File: src/rtl/ir_rx_pkg.sv
package ir_rx_pkg;
  localparam int unsigned NFLAG    = 3;
  localparam int unsigned BIT_OVF  = 0;
  localparam int unsigned BIT_PEND = 1;
  localparam int unsigned BIT_AVL  = 4;
  localparam int unsigned FIELD_LSB = 8;

  typedef enum logic [1:0] {FK_OVF = 2'd0, FK_PEND = 2'd1, FK_AVL = 2'd2} flag_kind_e;

  function automatic int unsigned flag_pos(int unsigned k);
    case (k)
      0:       return BIT_OVF;
      1:       return BIT_PEND;
      default: return BIT_AVL;
    endcase
  endfunction
endpackage

File: src/rtl/ir_sym_fifo.sv
module ir_sym_fifo #(
  parameter int unsigned DEPTH = 16,
  parameter int unsigned SYM_W = 8,
  localparam int unsigned PTR_W = (DEPTH > 1) ? $clog2(DEPTH) : 1,
  localparam int unsigned CNT_W = $clog2(DEPTH + 1)
) (
  input  logic             clk,
  input  logic             rst_n,
  input  logic             push_req,
  input  logic [SYM_W-1:0] push_data,
  input  logic             pop_req,
  output logic [SYM_W-1:0] head_data,
  output logic [CNT_W-1:0] count_q,
  output logic [CNT_W-1:0] count_nxt,
  output logic             drop
);
  logic [SYM_W-1:0] mem [DEPTH];
  logic [PTR_W-1:0] wr_ptr, rd_ptr;
  logic full, empty, pop_ok, push_ok;

  assign full    = (count_q == CNT_W'(DEPTH));
  assign empty   = (count_q == '0);
  assign pop_ok  = pop_req && !empty;
  assign push_ok = push_req && (!full || pop_ok);
  assign drop    = push_req && !push_ok;

  always_comb begin
    count_nxt = count_q;
    if (push_ok && !pop_ok) count_nxt = count_q + CNT_W'(1);
    else if (pop_ok && !push_ok) count_nxt = count_q - CNT_W'(1);
  end

  function automatic logic [PTR_W-1:0] bump(logic [PTR_W-1:0] p);
    return (p == PTR_W'(DEPTH - 1)) ? '0 : p + PTR_W'(1);
  endfunction

  always_ff @(posedge clk or negedge rst_n) begin
    if (!rst_n) begin
      wr_ptr  <= '0;
      rd_ptr  <= '0;
      count_q <= '0;
    end else begin
      if (push_ok) wr_ptr <= bump(wr_ptr);
      if (pop_ok)  rd_ptr <= bump(rd_ptr);
      count_q <= count_nxt;
    end
  end

  always_ff @(posedge clk) begin
    if (push_ok) mem[wr_ptr] <= push_data;
  end

  assign head_data = empty ? '0 : mem[rd_ptr];

  // count never exceeds the depth
  a_r3_no_overflow: assert property (@(posedge clk) disable iff (!rst_n)
    count_q <= CNT_W'(DEPTH));
  // a dropped symbol leaves the count unchanged
  a_r4_drop_holds: assert property (@(posedge clk) disable iff (!rst_n)
    drop |=> $stable(count_q));
  // pop on empty with no push keeps the count at zero
  a_r10_empty_pop: assert property (@(posedge clk) disable iff (!rst_n)
    (pop_req && empty && !push_req) |=> (count_q == '0));
endmodule

File: src/rtl/ir_irq_flags.sv
module ir_irq_flags
  import ir_rx_pkg::*;
#(
  parameter int unsigned CNT_W = 5
) (
  input  logic             clk,
  input  logic             rst_n,
  input  logic             ovf_evt,
  input  logic             pend_evt,
  input  logic [CNT_W-1:0] cnt_nxt,
  input  logic [CNT_W-1:0] level,
  input  logic             clr_wr,
  input  logic [7:0]       clr_mask,
  input  logic [NFLAG-1:0] enable,
  output logic [NFLAG-1:0] flag_q,
  output logic             irq
);
  logic [NFLAG-1:0] set_evt;
  assign set_evt[FK_OVF]  = ovf_evt;
  assign set_evt[FK_PEND] = pend_evt;
  assign set_evt[FK_AVL]  = (cnt_nxt > level);

  for (genvar k = 0; k < NFLAG; k++) begin : g_flag
    localparam int unsigned POS = flag_pos(k);
    logic clr_k;
    assign clr_k = clr_wr && clr_mask[POS];

    always_ff @(posedge clk or negedge rst_n) begin
      if (!rst_n) flag_q[k] <= 1'b0;
      else        flag_q[k] <= set_evt[k] || (flag_q[k] && !clr_k);
    end

    // a flag stays set unless its bit is written with one
    a_r8_sticky: assert property (@(posedge clk) disable iff (!rst_n)
      (flag_q[k] && !clr_k) |=> flag_q[k]);
  end

  assign irq = |(flag_q & enable);

  // an overflow event always leaves the overflow flag set
  a_r4_ovf_flag: assert property (@(posedge clk) disable iff (!rst_n)
    ovf_evt |=> flag_q[FK_OVF]);
  // a packet-end strobe always leaves the packet-end flag set
  a_r6_pend_flag: assert property (@(posedge clk) disable iff (!rst_n)
    pend_evt |=> flag_q[FK_PEND]);
endmodule

File: src/rtl/ir_rx_fifo_status.sv
module ir_rx_fifo_status
  import ir_rx_pkg::*;
#(
  parameter int unsigned DEPTH = 16,
  localparam int unsigned SYM_W = 8,
  localparam int unsigned CNT_W = $clog2(DEPTH + 1)
) (
  input  logic        clk,
  input  logic        rst_n,
  input  logic        sym_valid,
  output logic        sym_ready,
  input  logic [7:0]  sym_data,
  input  logic        pkt_end,
  input  logic        rd_pop,
  output logic [31:0] rd_data,
  input  logic        sta_wr,
  input  logic [31:0] sta_wdata,
  input  logic        ien_wr,
  input  logic [31:0] ien_wdata,
  output logic [31:0] status,
  output logic        irq
);
  logic [SYM_W-1:0] head;
  logic [CNT_W-1:0] cnt_q, cnt_nxt, level_q;
  logic             drop;
  logic [NFLAG-1:0] en_q, flags;

  assign sym_ready = 1'b1;

  ir_sym_fifo #(.DEPTH(DEPTH), .SYM_W(SYM_W)) u_fifo (
    .clk(clk), .rst_n(rst_n),
    .push_req(sym_valid), .push_data(sym_data),
    .pop_req(rd_pop), .head_data(head),
    .count_q(cnt_q), .count_nxt(cnt_nxt), .drop(drop)
  );

  always_ff @(posedge clk or negedge rst_n) begin
    if (!rst_n) begin
      en_q    <= '0;
      level_q <= '0;
    end else if (ien_wr) begin
      for (int k = 0; k < NFLAG; k++) en_q[k] <= ien_wdata[flag_pos(k)];
      level_q <= ien_wdata[FIELD_LSB +: CNT_W];
    end
  end

  ir_irq_flags #(.CNT_W(CNT_W)) u_flags (
    .clk(clk), .rst_n(rst_n),
    .ovf_evt(drop), .pend_evt(pkt_end),
    .cnt_nxt(cnt_nxt), .level(level_q),
    .clr_wr(sta_wr), .clr_mask(sta_wdata[7:0]),
    .enable(en_q), .flag_q(flags), .irq(irq)
  );

  always_comb begin
    status = '0;
    for (int k = 0; k < NFLAG; k++) status[flag_pos(k)] = flags[k];
    status[FIELD_LSB +: CNT_W] = cnt_q;
  end

  assign rd_data = {{(32-SYM_W){1'b0}}, head};

  // with every enable clear the line stays low
  a_r9_irq_masked: assert property (@(posedge clk) disable iff (!rst_n)
    (en_q == '0) |-> !irq);
  // upper data bits never carry anything
  a_r2_upper_zero: assert property (@(posedge clk) disable iff (!rst_n)
    rd_data[31:8] == '0);
endmodule

File: config.mk
export PLATFORM = sky130hd
export DESIGN_NAME = ir_rx_fifo_status
export DESIGN_NICKNAME = d
export VERILOG_FILES = /design/src/rtl/ir_rx_pkg.sv /design/src/rtl/ir_sym_fifo.sv /design/src/rtl/ir_irq_flags.sv /design/src/rtl/ir_rx_fifo_status.sv
export SDC_FILE = /design/constraint.sdc
export NUM_CORES = 1
export LEC_CHECK = 0
export ABC_AREA = 1
export ABC_CLOCK_PERIOD_IN_PS = 3100
export CORE_AREA = 2 2 122 124
export CTS_BUF_LIST = sky130_fd_sc_hd__clkbuf_16
export DETAILED_ROUTE_END_ITERATION = 8
export DIE_AREA = 0 0 124 126
export PLACE_DENSITY = 0.82
export SLEW_MARGIN = 20
export SYNTH_ARGS = -nofsm -noshare
export SYNTH_HDL_FRONTEND = slang
export SYNTH_HIERARCHICAL = 1
export SYNTH_SLANG_ARGS = --single-unit
File: constraint.sdc
create_clock -name clk -period 3.1 [get_ports clk]
set_clock_uncertainty 0.15 [all_clocks]
set_input_delay 0.465 -clock clk [delete_from_list [all_inputs] [get_ports clk]]
set_output_delay 0.465 -clock clk [all_outputs]
set_load 0.05 [all_outputs]
# Word level (Yosys, flattened, before mapping)
# Memory sizes are Yosys's and may differ from the RTL's.
# Cells that the tools add are included.
[totals]
reg_bits = 24
mem_bits_rw = 128
output_inout_bits = 66
n_memories = 1
[classes]
add_sub_neg = 4
n_lt_le_gt_ge = 4
n_eq_ne = 3
n_mux = 16
n_bitwise = 1
n_reduce_logical = 24
[mem_list]
columns = ["name", "depth", "word_bits", "rd", "rd_ports_with_merged_regs", "write_ports", "line_no", "text"]
rows = [
  ["u_fifo.mem", 16, 8, 1, 0, 1, "ir_sym_fifo.sv:17", "logic [SYM_W-1:0] mem [DEPTH];"],
]
[ops]
columns = ["cell", "n"]
rows = [
  ["$lt 32x6->1 const B", 3],
  ["$mux 32", 3],
  ["$bmux 1 s5", 3],
  ["$logic_and 1x1->1", 11],
  ["$mux 5", 2],
  ["$add 4x1->4 const B", 2],
  ["$eq 4x4->1 const B", 2],
  ["$mux 4", 2],
  ["$mux 8", 1],
  ["$logic_not 1->1", 7],
  ["$add 5x1->5 const B", 1],
  ["$eq 5x5->1 const B", 1],
  ["$gt 5x5->1", 1],
  ["$logic_not 5->1", 1],
  ["$mux 1", 5],
  ["$sub 5x1->5 const B", 1],
  ["$logic_or 1x1->1", 4],
  ["$and 3x3->3", 1],
  ["$reduce_or 3->1", 1],
]

# Longest topological paths before layout
# Gate-level depths: netlist (run 1).
[logic_depth]
ltp_word = 11
depth_mapped = 18
ltp_nobuf = 18

# By module
# Netlist (run 1), hierarchy kept.
[modules_own_cells]
columns = ["module", "n_inst", "cells_per_inst", "area_each_um2", "seq_area_each_um2"]
rows = [
  ["ir_sym_fifo", 1, 658, 6413.7, 4169.0],
  ["ir_rx_fifo_status", 1, 85, 680.7, 200.2],
  ["ir_irq_flags", 1, 38, 264.0, 75.1],
]

# Least setup slack after synthesis (run 1)
# OpenSTA, ideal clock, no wires.
[synth_path]
path_type = "reg2out"
from = "register u_fifo.count_q[0]"
to = "output rd_data[0]"
t_arrival_ns = 2.172
t_required_ns = 2.485
path_slack_ns = 0.313
stages_incl_launch_ff = 8
path_buffers = 0
path_cell_list = "dfrtp_1 > inv_1 > ha_1 > nand2_2 > nor2_4 > nand2_2 > inv_1 > a21oi_1"
[synth_between]
elab_chain_cells = 2
[synth_rtl]
columns = ["element", "line_no", "text"]
rows = [
  ["from (decl)", "ir_sym_fifo.sv:13", "output logic [CNT_W-1:0] count_q,"],
  ["from (signal assigned)", "ir_sym_fifo.sv:45", "count_q <= count_nxt;"],
  ["$logic_not 5->1", "ir_sym_fifo.sv:22", "assign empty = (count_q == '0);"],
  ["$mux 8", "ir_sym_fifo.sv:53", "assign head_data = empty ? '0 : mem[rd_ptr];"],
  ["to (decl)", "ir_rx_fifo_status.sv:15", "output logic [31:0] rd_data,"],
]
# Every way passes these cells.

# Worst setup path after layout (run 1)
[layout_path]
from = "register u_fifo.rd_ptr[0]"
to = "output rd_data[6]"
[layout_between]
elab_chain_cells = 2
[layout_rtl]
columns = ["element", "line_no", "text"]
rows = [
  ["from (decl)", "ir_sym_fifo.sv:18", "logic [PTR_W-1:0] wr_ptr, rd_ptr;"],
  ["from (signal assigned)", "ir_sym_fifo.sv:44", "if (pop_ok) rd_ptr <= bump(rd_ptr);"],
  ["$mem_v2 16x8", "-", ""],
  ["$mux 8", "ir_sym_fifo.sv:53", ""],
]
# Every way passes these cells.

==> results of run 1 <==
==> sequential cells by signal, indices dropped and copies added (netlist names) <==
register and cells:
u_fifo/count_q 5, en_q 3, u_fifo/wr_ptr 4, level_q 5
u_fifo/mem 128, u_flags/flag_q 3, u_fifo/rd_ptr 4
==> how the worst max path moves through the flow <==
stage | from | end | slack (ns) | cells past startpoint
after global routing | u_fifo/rd_ptr[0] | rd_data[0] | 0.02 | 9
after CTS | u_fifo/rd_ptr[0] | rd_data[6] | 0.11 | 8
after detailed placement | rd_pop | u_flags/flag_q[2] | 0.35 | 16
after global placement | rd_pop | u_flags/flag_q[2] | 0.41 | 15
after floorplan | u_fifo/count_q[0] | rd_data[0] | 0.31 | 7
final | u_fifo/rd_ptr[0] | rd_data[6] | 0.17 | 9
==> power groups by stage <==
stage               registers (mW)  logic [mW]  clock network (mW)
finish                        2.64        3.49                2.11
global route                  2.67        3.80                2.25
CTS                           2.64        3.48                2.14
detailed placement            2.68        3.46                   0
global placement              2.66        3.37                   0
floorplan                     2.73        2.27                   0
==> layout by cell type, fill, tap and decap left out <==
cell type | Yosys | layout
nand2_1 | 283 | 283
edfxtp_1 | 128 | 128
inv_1 | 109 | 110
nand3_1 | 85 | 85
conb_1 | 2 | 49
clkdlybuf4s50_1 | 0 | 34
dfrtp_1 | 24 | 23
buf_4 | 58 | 23
nor2_1 | 21 | 21
clkbuf_16 | 0 | 17
ha_1 | 12 | 12
a21oi_1 | 9 | 9
buf_12 | 0 | 8
xor2_1 | 8 | 8
inv_2 | 7 | 7
o21ai_0 | 6 | 6
clkinv_1 | 2 | 5
bufinv_16 | 0 | 4
nand2_2 | 4 | 4
inv_6 | 0 | 2
clkinvlp_4 | 0 | 2
nand4_1 | 2 | 2
a21o_1 | 2 | 2
clkinv_2 | 0 | 1
clkinv_4 | 0 | 1
nor2_4 | 1 | 1
nand2_4 | 1 | 1
buf_6 | 2 | 1
dfrtp_2 | 0 | 1
nor2_2 | 1 | 1
==> timing repair <==
item | 4_1_cts | 5_1_grt
hold buffers | 0 | 0
setup endpoints to repair | 0 | 2
resized for setup | 0 | 1
==> through the flow <==
step	power, mW	util (%)	setup slack, ns
3_3_place_gp	6.03	55.4	0.415
2_1_floorplan	5.00	-	0.313
5_1_grt	8.71	59.6	0.0215
4_1_cts	8.26	59.6	0.114
3_5_place_dp	6.13	55.4	0.354
6_report	8.24	59.6	0.172
==> area by class of cell <==
type	instances	area (µm²)	share of cell area, %
clock buffer	17	425	4.98
clock inverter	14	181	2.13
sequential	152	4450	52.1
timing repair buffer	66	684	8.02
tap	184	230	2.70
inverter	118	443	5.19
multi-input combinational	484	2130	24.9
==> layer usage <==
metal  routed length, µm  global-route usage [%]  vias to the layer above  share of wire (%)
met5                   0                       0                        -                  0
met4                 323                    8.53                        0                2.2
met3                 992                    5.16                       29                6.7
met2                7470                    33.1                      227                 51
met1                5920                    25.8                     2368                 40
li1                    -                       -                     2479                  -
==> cell families after synthesis <==
family	count (synthesis)	synth area share, %
other	2	0.102
adders and majority gates	12	2.04
AOI/OAI and AO/OA	17	1.22
xor gates and xnor gates	8	0.952
buffers and inverters	192	13.1
DFF	152	60.4
and+or+nand+nor	398	22.2
==> worst max-delay path, cell delays in order, from the launching register on <==
cell	delay, ns
dfrtp_2	0.42
inv_2	0.36
buf_4	0.27
nand2_1	0.06
nand2_1	0.06
nand2_1	0.05
nand3_1	0.07
nand3_1	0.13
a21oi_1	0.30
buf_12	0.18
==> impl_results.md, run 1 <==
* Run status: completed
* RR Startpoint: u_fifo/count_q[0]
* Clock network power share at between 20% and 30%
* Area of the mapped netlist at about 7400 µm²
* DPL Wire Length at around 9500 µm
* Comb pwr share at approximately 42%
* DR vias at between 5000 and 6000
* Switching part of the total at a little under 40%
* CTS tree: yes
* Worst Path Arrival at ~2.3 ns
* Worst-path clk slew at roughly 0.060 ns
* Max FO, Critical Path at 26
* Die ar. at approximately 16000 µm²
* Highest Clock Rate at 342 MHz
* Clock buffer depth at 2
* DRT Pass-1 Iters at 5
* Crit path capture type: primary output
* Max-slew headroom at 53.1%
* Leak at approximately 3.9 nW
* CTS HTree Levels at 4
* Worst r2r dst: u_flags/flag_q[2]
* Synth Instances at ~800
* Cells after DPL at between 1000 and 1500
* Insertion delay to the later sink of the worst-skew pair at 0.41 ns
* Pwr dens at 965 nW/µm²
* Overflow after GRT at 0
* Post-CTS setup buffers at 0
* Post-synth top area cell: edfxtp_1
* Synth area leaders: edfxtp_1 (52%), nand2_1 (14%), dfrtp_1 (8.2%), buf_4 (5.9%), nand3_1 (5.8%)
* RSZ-0062 raised after global routing: no
* # clock sinks at between 150 and 200
* Diodes inserted at 0
* Top-count cell post-synth: nand2_1
* Final Instance Area at 8540 µm²
* Worst-Margin Slew at roughly 0.7 ns
* Req. time, crit path at about 2.5 ns
* Worst Reg-to-Reg Cells at 18
* MaxCap Viol Count at 0
* Routed vias/inst at approximately 4.9
* Initial DRC Count at about 540
* Initial Util at between 50 and 60%
* # rows at 44
* Global placer's final weighted congestion at 0.833
* Total core area at 14300 µm²
* Worst min path class: primary input to async pin
* Setup TNS at 0 ns
* Seq cells post-synth at 152
* Critical Path Source Type: register
* Post-synthesis async set-or-reset flop share at 15.8%
* Worst R2R Setup Slack at roughly 0.58 ns
* Slew Viols, Final at 0
* Pin count of the biggest net entering global routing at 67
* Synth warn at 6
* Post-synth top flop: edfxtp_1
* First-pass GRT wire length at roughly 24000 µm
* Reg power frac at roughly a third
* Max VDD drop at around 0.55 mV
* Layout Cells excl Fill at ~1000
* Final WL at 14700 µm
* Syn Area/Cell at 9.42 µm²
* # fillers at ~1100
* Clk root buf: clkbuf_16
* GR Util All Layers at 20.3%
* CP Class: register to primary output
* Sequential share of the synthesized area at 60.4%
* Internal at 4.99 mW
* IO Pins at between 100 and 150
* Fin nets at just over 900
* DR DRC count at 0
* Hold Vio Cnt, Final at 0
* P_sw at about 3.2 mW
* Worst hold slack at about 0.27 ns
* Vias in the first global route at roughly 5000
* PortBufs at 42
* Layout cell share with drive strength beyond 1 at 8.70%
* Routed length per placed instance at between 10 and 15 µm
* Post-synth cell types at 24
* Synth top area share at 52.2%
* Antenna Nets Post-Route at 0
* DP Area at slightly below 8000 µm²
* Die X at between 100 and 150 µm
* Final Setup Violations at 0
* TritonCTS buffer count at 17
* Final min period at slightly below 3 ns
* Antenna violations before repair at 0
* Area Growth Syn to Fin at 16.0%
* Final Cycle Share at approximately 94%
* Post-synth top cells: nand2_1 (283), edfxtp_1 (128), inv_1 (109)
* EDFF count, synth at between 100 and 150
* DIE HEIGHT at around 130 µm
Power figures use the tool's default switching activity.
==> inputs of run 2 (changes only) <==
CORE_AREA = 2 2 119 121   (was 2 2 122 124)
DIE_AREA = 0 0 121 123   (was 0 0 124 126)
DONT_BUFFER_PORTS = 1   (was unset)
PLACE_DENSITY = 0.72   (was 0.82)
==> run 2 against run 1 <==
Combinational power is 12% lower. Routed wire length is 7.4% higher. First-iteration DRC count is 11% higher. Die area is 4.7% lower. Sequential power hardly changed. Clock power hardly changed. Clock-buffer cell count stayed put. Power is 4.8% lower. Core utilization is 0.81 points higher. Non-clock buffer count is 24 lower. Setup slack better by 0.0022 ns. Largest cell class unchanged.
==> impl_results.md, run 2 (synthesized netlist as in run 1, its figures left out) <==
* Clock network power share at 27.2% (+1.6 points)
* Initial DRC Count at 602 (+11%)
* Largest registers: u_fifo/mem x128, level_q x5, u_fifo/count_q x5
* Pwr dens at 953 nW/µm² (-1.3%)
* Switching part of the total at 41.0% (+1.5 points)
* RSZ-0062 raised after global routing: no
* Final Instance Area at 8230 µm² (-3.6%)
* WP buf/inv at 2 (-1)
* Highest Clock Rate at 342 MHz (about the same)
* DR vias at 5069 (-0.67%)
* GR Util All Layers at 22.0% (+1.7 points)
* Global placer's final weighted congestion at 0.829 (-0.54%)
* Worst-path clk slew at 0.06 ns (about the same)
* MaxCap Viol Count at 0 (unchanged)
* CTS tree: yes
* DPL Wire Length at 9610 µm (+0.96%)
* Reg power frac at 33.7% (+1.6 points)
* Layout Cells excl Fill at 1010 (-2.4%)
* Initial Util at 54.1% (+2.7 points)
* Fin nets at 906 (-2.6%)
* Setup TNS at 0 ns (unchanged)
* DRT Pass-1 Iters at 7 (+2)
* Total core area at 13600 µm² (-4.9%)
* CTS HTree Levels at 4 (unchanged)
* Die X at 121 µm (-2.4%)
* Critical Path Most Common Cell: nand2_1
* Final Cycle Share at 94.4% (about the same)
* Final Setup Violations at 0 (unchanged)
* P_sw at 3.21 mW (-1.1%)
* # fillers at 1096 (-3.6%)
* Worst Path Arrival at 2.31 ns (about the same)
* CP max stage delay at 0.60 ns (+0.18 ns)
* Crit path capture type: primary output
* Area of the multi-input gates at 2130 µm² (unchanged)
* Routed length per placed instance at 15.6 µm (+10%)
* # clock sinks at 152 (unchanged)
* Antenna violations before repair at 2 (+2)
* Max reg flops at 128 (unchanged)
* Comb pwr share at 39.1% (-3.3 points)
* Cells after DPL at 959 (-4.5%)
* Pin count of the biggest net entering global routing at 45 (-33%)
* Area Growth Syn to Fin at 11.8%
* Post-CTS setup buffers at 0 (unchanged)
* Final min period at 2.93 ns (-0.00216 ns)
* Clock buffer depth at 2 (unchanged)
* CP Class: register to primary output
* Final Core Density at 60.4% (+0.81 points)
* Antenna Nets Post-Route at 0 (unchanged)
* Slowest cell on crit path: nor2_1
* Commonest non-fill, non-tap cell in the layout: nand2_1
* Insertion delay to the later sink of the worst-skew pair at 0.42 ns (about the same)
* DP Area at 7430 µm² (-6.3%)
* Worst hold slack at 0.0152 ns (-0.256 ns)
* Most frequent cells in the layout: nand2_1 (283), edfxtp_1 (128), inv_1 (110)
* Req. time, crit path at 2.48 ns (about the same)
* TritonCTS buffer count at 17 (unchanged)
* Max VDD drop at 0.461 mV (-16%)
* Die ar. at 14900 µm² (-4.7%)
* Overflow after GRT at 0 (unchanged)
* Largest register by flop count: u_fifo/mem
* DIE HEIGHT at 123 µm (-2.4%)
* Register Area at 4450 µm² (unchanged)
* Critical path's top delay family: simple AND/OR/NAND/NOR gates
* Hold Vio Cnt, Final at 0 (unchanged)
* Max-slew headroom at 46.9% (-6.2 points)
* Slew Viols, Final at 0 (unchanged)
* Worst min path class: primary input to register
* Final WL at 15800 µm (+7.4%)
* Worst-Margin Slew at 0.793 ns (+0.0924 ns)
* Layout cell share with drive strength beyond 1 at 8.70% (unchanged)
* Max FO, Critical Path at 12 (-54%)
* Run status: completed
* Vias in the first global route at 4903 (-0.39%)
* Critical Path Source Type: register
* # rows at 43 (-2.3%)
* PortBufs at 0 (-100%)
* Leak at 3.79 nW (-3.1%)
* IO Pins at 145 (unchanged)
* First-pass GRT wire length at 24200 µm (+1.9%)
* Worst-path cell chain: nor2_1, nand2_1, nand2_1, inv_1, a21oi_1, buf_4
* Internal at 4.63 mW (-7.3%)
* Clk root buf: clkbuf_16
* DR DRC count at 0 (unchanged)
* Routed vias/inst at 5.02 (+1.8%)
run 2: changes by cell type in the layout (fill, tap and decap cells not counted):
| cell | previous run | this run |
|---|---|---|
| clkinv_1 | 5 | 2 |
| dlygate4sd3_1 | 0 | 16 |
| buf_12 | 8 | 1 |
| buf_4 | 23 | 24 |
| inv_6 | 2 | 0 |
| clkinv_2 | 1 | 6 |
| diode_2 | 0 | 2 |
| clkdlybuf4s50_1 | 34 | 0 |
| clkinvlp_4 | 2 | 3 |
run 2: worst register-to-register path: stages, from the launching register on:
cell and delay, ns:
dfrtp_1 0.66, inv_1 0.18, nor2_1 0.12, nand2_1 0.09, nand2_2 0.09, inv_2 0.09, nand2_4 0.11, inv_2 0.07
nand2_1 0.05, nand2_1 0.07, ha_1 0.31, nand2_1 0.11, inv_1 0.04, nand2_1 0.06, nand3_1 0.07, nand2_1 0.06
nand2_1 0.04
run 2: metrics by stage:
stage          setup slack (ns)  total power, mW
2_1_floorplan             0.313             5.00
3_3_place_gp              0.618             5.56
3_5_place_dp              0.582             5.64
4_1_cts                   0.111             7.83
5_1_grt                  0.0601             8.28
6_report                  0.174             7.84
run 2: power by group through the flow:
| stage | Sequential, mW | Clock, mW | Combinational (mW) |
|---|---|---|---|
| floorplan | 2.73 | 0 | 2.27 |
| global placement | 2.66 | 0 | 2.89 |
| detailed placement | 2.68 | 0 | 2.96 |
| CTS | 2.64 | 2.16 | 3.04 |
| global route | 2.66 | 2.25 | 3.37 |
| finish | 2.64 | 2.13 | 3.06 |
run 2: final cells by class:
| type | count | share of cell area, % |
|---|---|---|
| clock inverter | 15 | 2.25 |
| timing repair buffer | 42 | 4.52 |
| tap | 180 | 2.74 |
| antenna | 2 | 0.0608 |
| inverter | 118 | 5.38 |
| multi-input combinational | 484 | 25.9 |
| clock buffer | 17 | 5.17 |
| sequential | 152 | 54.0 |
run 2: worst paths after layout:
path | from | endpoint | slack, ns | cells after the start
worst min register to register | level_q[0] | level_q[0] | 0.33 | 2
min in group asynchronous | rst_n | level_q[2] | 0.31 | 2
worst max register to register | u_fifo/count_q[4] | u_flags/flag_q[2] | 0.60 | 16
worst max-delay path | u_fifo/rd_ptr[2] | rd_data[6] | 0.17 | 6
worst min-delay path | ien_wr | level_q[4] | 0.02 | 2
max in group asynchronous | rst_n | u_fifo/rd_ptr[0] | 2.32 | 2
run 2: per-layer routing:
metal  GRT usage, %  part of all wire (%)  up-vias
li1               -                     -     2444
met1           25.1                    39     2357
met3           7.06                   9.0       16
met5              0                     0        -
met4           8.07                   1.5        0
met2           38.9                    50      252
run 2: timing repair:
item / CTS / global route
hold buffers: 17 / 0
gates resized for setup: 0 / 1
endpoints found under the setup margin: 0 / 3
hold endpoints to repair: 159 / 0
==> inputs of run 3 (changes only) <==
CORE_AREA = 4 4 121 123   (was 2 2 119 121)
DIE_AREA = 0 0 125 127   (was 0 0 121 123)
==> run 3 against run 2 <==
Non-clock buffer count fell by 2. Routed wire length fell by 2.4%. Highest routed layer unchanged. Critical path type unchanged. Fmax about the same. First-iteration DRC count shrank 35%. Setup slack hardly changed. Core utilization fell by 0.99 points. Via count shrank 0.65%. Combinational power about the same. Power shrank 3.9%. Sequential cell count did not move. Critical path depth increased by 3. Largest cell class unchanged.
==> impl_results.md, run 3 (synthesized netlist as in run 1, its figures left out) <==
* Cells after DPL at 956 (-0.31%)
* First-pass GRT wire length at 24700 µm (+1.9%)
* Worst Reg-to-Reg Cells at 14 (-2)
* Routed vias/inst at 5.01 (-0.26%)
* Setup TNS at 0 ns (unchanged)
* Hold_sp: ien_wdata[9]
* Initial DRC Count at 392 (-35%)
* Final Instance Area at 8130 µm² (-1.2%)
* CTS tree: yes
* Max FO, Critical Path at 66 (+54)
* DPL Wire Length at 9940 µm (+3.4%)
* Largest register by flop count: u_fifo/mem
* Clock buffer depth at 2 (unchanged)
* Antenna violations before repair at 0 (-2)
* Die X at 125 µm (+3.3%)
* RR Startpoint: u_fifo/count_q[4]
* Overflow after GRT at 0 (unchanged)
* Worst r2r dst: u_flags/flag_q[2]
* Req. time, crit path at 2.48 ns (about the same)
* Initial Util at 53.8% (-0.21 points)
* Final Cycle Share at 94.4% (about the same)
* Max VDD drop at 0.479 mV (+3.8%)
* Max reg flops at 128 (unchanged)
* Post-CTS setup buffers at 0 (unchanged)
* Worst R2R Setup Slack at 0.54 ns (-0.06 ns)
* Fin nets at 904 (-0.22%)
* Most frequent cells in the layout: nand2_1 (283), edfxtp_1 (128), inv_1 (117)
* Max-slew headroom at 46.1% (-0.84 points)
* DRT Pass-1 Iters at 5 (-2)
* Commonest non-fill, non-tap cell in the layout: nand2_1
* Pin count of the biggest net entering global routing at 67 (+49%)
* Largest registers: u_fifo/mem x128, level_q x5, u_fifo/count_q x5
* # fillers at 1159 (+5.7%)
* Final Setup Violations at 0 (unchanged)
* Critical Path Source Type: register
* Crit path capture type: primary output
* # clock sinks at 152 (unchanged)
* Total core area at 13700 µm² (+0.40%)
* Pwr dens at 927 nW/µm² (-2.7%)
* Hold Vio Cnt, Final at 0 (unchanged)
* Layout cell share with drive strength beyond 1 at 7.26% (-1.4 points)
* Run status: completed
* Internal at 4.37 mW (-5.5%)
* Worst-path clk slew at 0.05 ns (about the same)
* DIE HEIGHT at 127 µm (+3.3%)
* Leak at 3.77 nW (-0.56%)
* DR DRC count at 0 (unchanged)
* CP Class: register to primary output
* Final min period at 2.93 ns (-0.000250 ns)
* Clock network power share at 23.8% (-3.4 points)
* MaxCap Viol Count at 0 (unchanged)
* TritonCTS buffer count at 17 (unchanged)
* Critical Path Source: u_fifo/rd_ptr[0]
* Vias in the first global route at 5023 (+2.4%)
* Hold depth at 2 (unchanged)
* Comb pwr share at 40.7% (+1.6 points)
* Power consumption at 7.53 mW (-3.9%)
* Insertion delay to the later sink of the worst-skew pair at 0.42 ns (about the same)
* Clk root buf: clkbuf_16
* Worst min path class: primary input to register
* Reg power frac at 35.5% (+1.8 points)
* Highest Clock Rate at 342 MHz (about the same)
* Switching part of the total at 41.9% (+0.96 points)
* Layout Cells excl Fill at 1006 (-0.40%)
* Worst Path Arrival at 2.31 ns (about the same)
* P_sw at 3.16 mW (-1.7%)
* Area Growth Syn to Fin at 10.4%
* Hold Path Sink: level_q[1]
* Diodes inserted at 0 (-2)
* DP Area at 7420 µm² (-0.13%)
* DR vias at 5036 (-0.65%)
* Routed length per placed instance at 15.3 µm (-2.0%)
* # rows at 43 (unchanged)
* Die ar. at 15900 µm² (+6.7%)
* RSZ-0062 raised after global routing: no
* PortBufs at 0 (unchanged)
* Antenna Nets Post-Route at 0 (unchanged)
* Worst-Margin Slew at 0.806 ns (+0.0123 ns)
* GR Util All Layers at 20.2% (-1.8 points)
* CTS HTree Levels at 4 (unchanged)
* Slew Viols, Final at 0 (unchanged)
* Final WL at 15400 µm (-2.4%)
* Global placer's final weighted congestion at 0.852 (+2.8%)
* IO Pins at 145 (unchanged)
## run 3: cell type report
cell class	instances	area, µm²	area share (%)
repair buffers	40	372	4.57
inverters	118	443	5.45
multi-input cells	484	2130	26.2
flip-flops and latches	152	4450	54.7
clock buffers	17	425	5.24
well taps	180	225	2.77
clock inverters	15	87.6	1.08
## run 3: critical path, stage by stage (launching register included)
cell and delay (ns):
dfrtp_2 0.52, inv_2 0.11, buf_12 0.26, nand2_1 0.11, nand2_1 0.09, nand2_1 0.06, nand3_1 0.11, nand3_1 0.09
a21oi_1 0.24, buf_4 0.25
## run 3: timing repair
item	in CTS	in global routing
resized for setup	0	1
hold endpoints to repair	160	0
setup endpoints to repair	0	3
hold buffers	18	0
## run 3: worst max-delay path by stage
stage / end / depth (start not counted)
global route: rd_data[3] / 5
CTS: rd_data[3] / 8
detailed placement: rd_data[3] / 8
global placement: u_flags/flag_q[2] / 14
floorplan: rd_data[0] / 7
finish: rd_data[3] / 9
## run 3: through the flow
stage / util [%] / worst slack, ns / hold slack, ns
after floorplan: - / 0.313 / 0.0194
after global placement: 54.3 / 0.632 / 0.0201
after detailed placement: 54.3 / 0.511 / 0.0202
after CTS: 59.4 / 0.0570 / 0.000163
after global routing: 59.5 / 0.0241 / 0.00430
final: 59.5 / 0.174 / 0.0145
## run 3: power groups by stage
stage,combinational [mW],clock [mW],sequential [mW]
after floorplan,2.27,0,2.73
after global placement,2.87,0,2.70
after detailed placement,2.99,0,2.71
after CTS,3.05,1.83,2.67
after global routing,3.35,1.93,2.70
final,3.07,1.79,2.68
## run 3: per-layer routing
layer	GRT usage, %	share of wire [%]	vias up
li1	-	-	2430
met1	23.2	40	2354
met2	35.4	50	217
met3	6.02	7.6	35
met4	8.80	3.0	0
met5	0	0	-
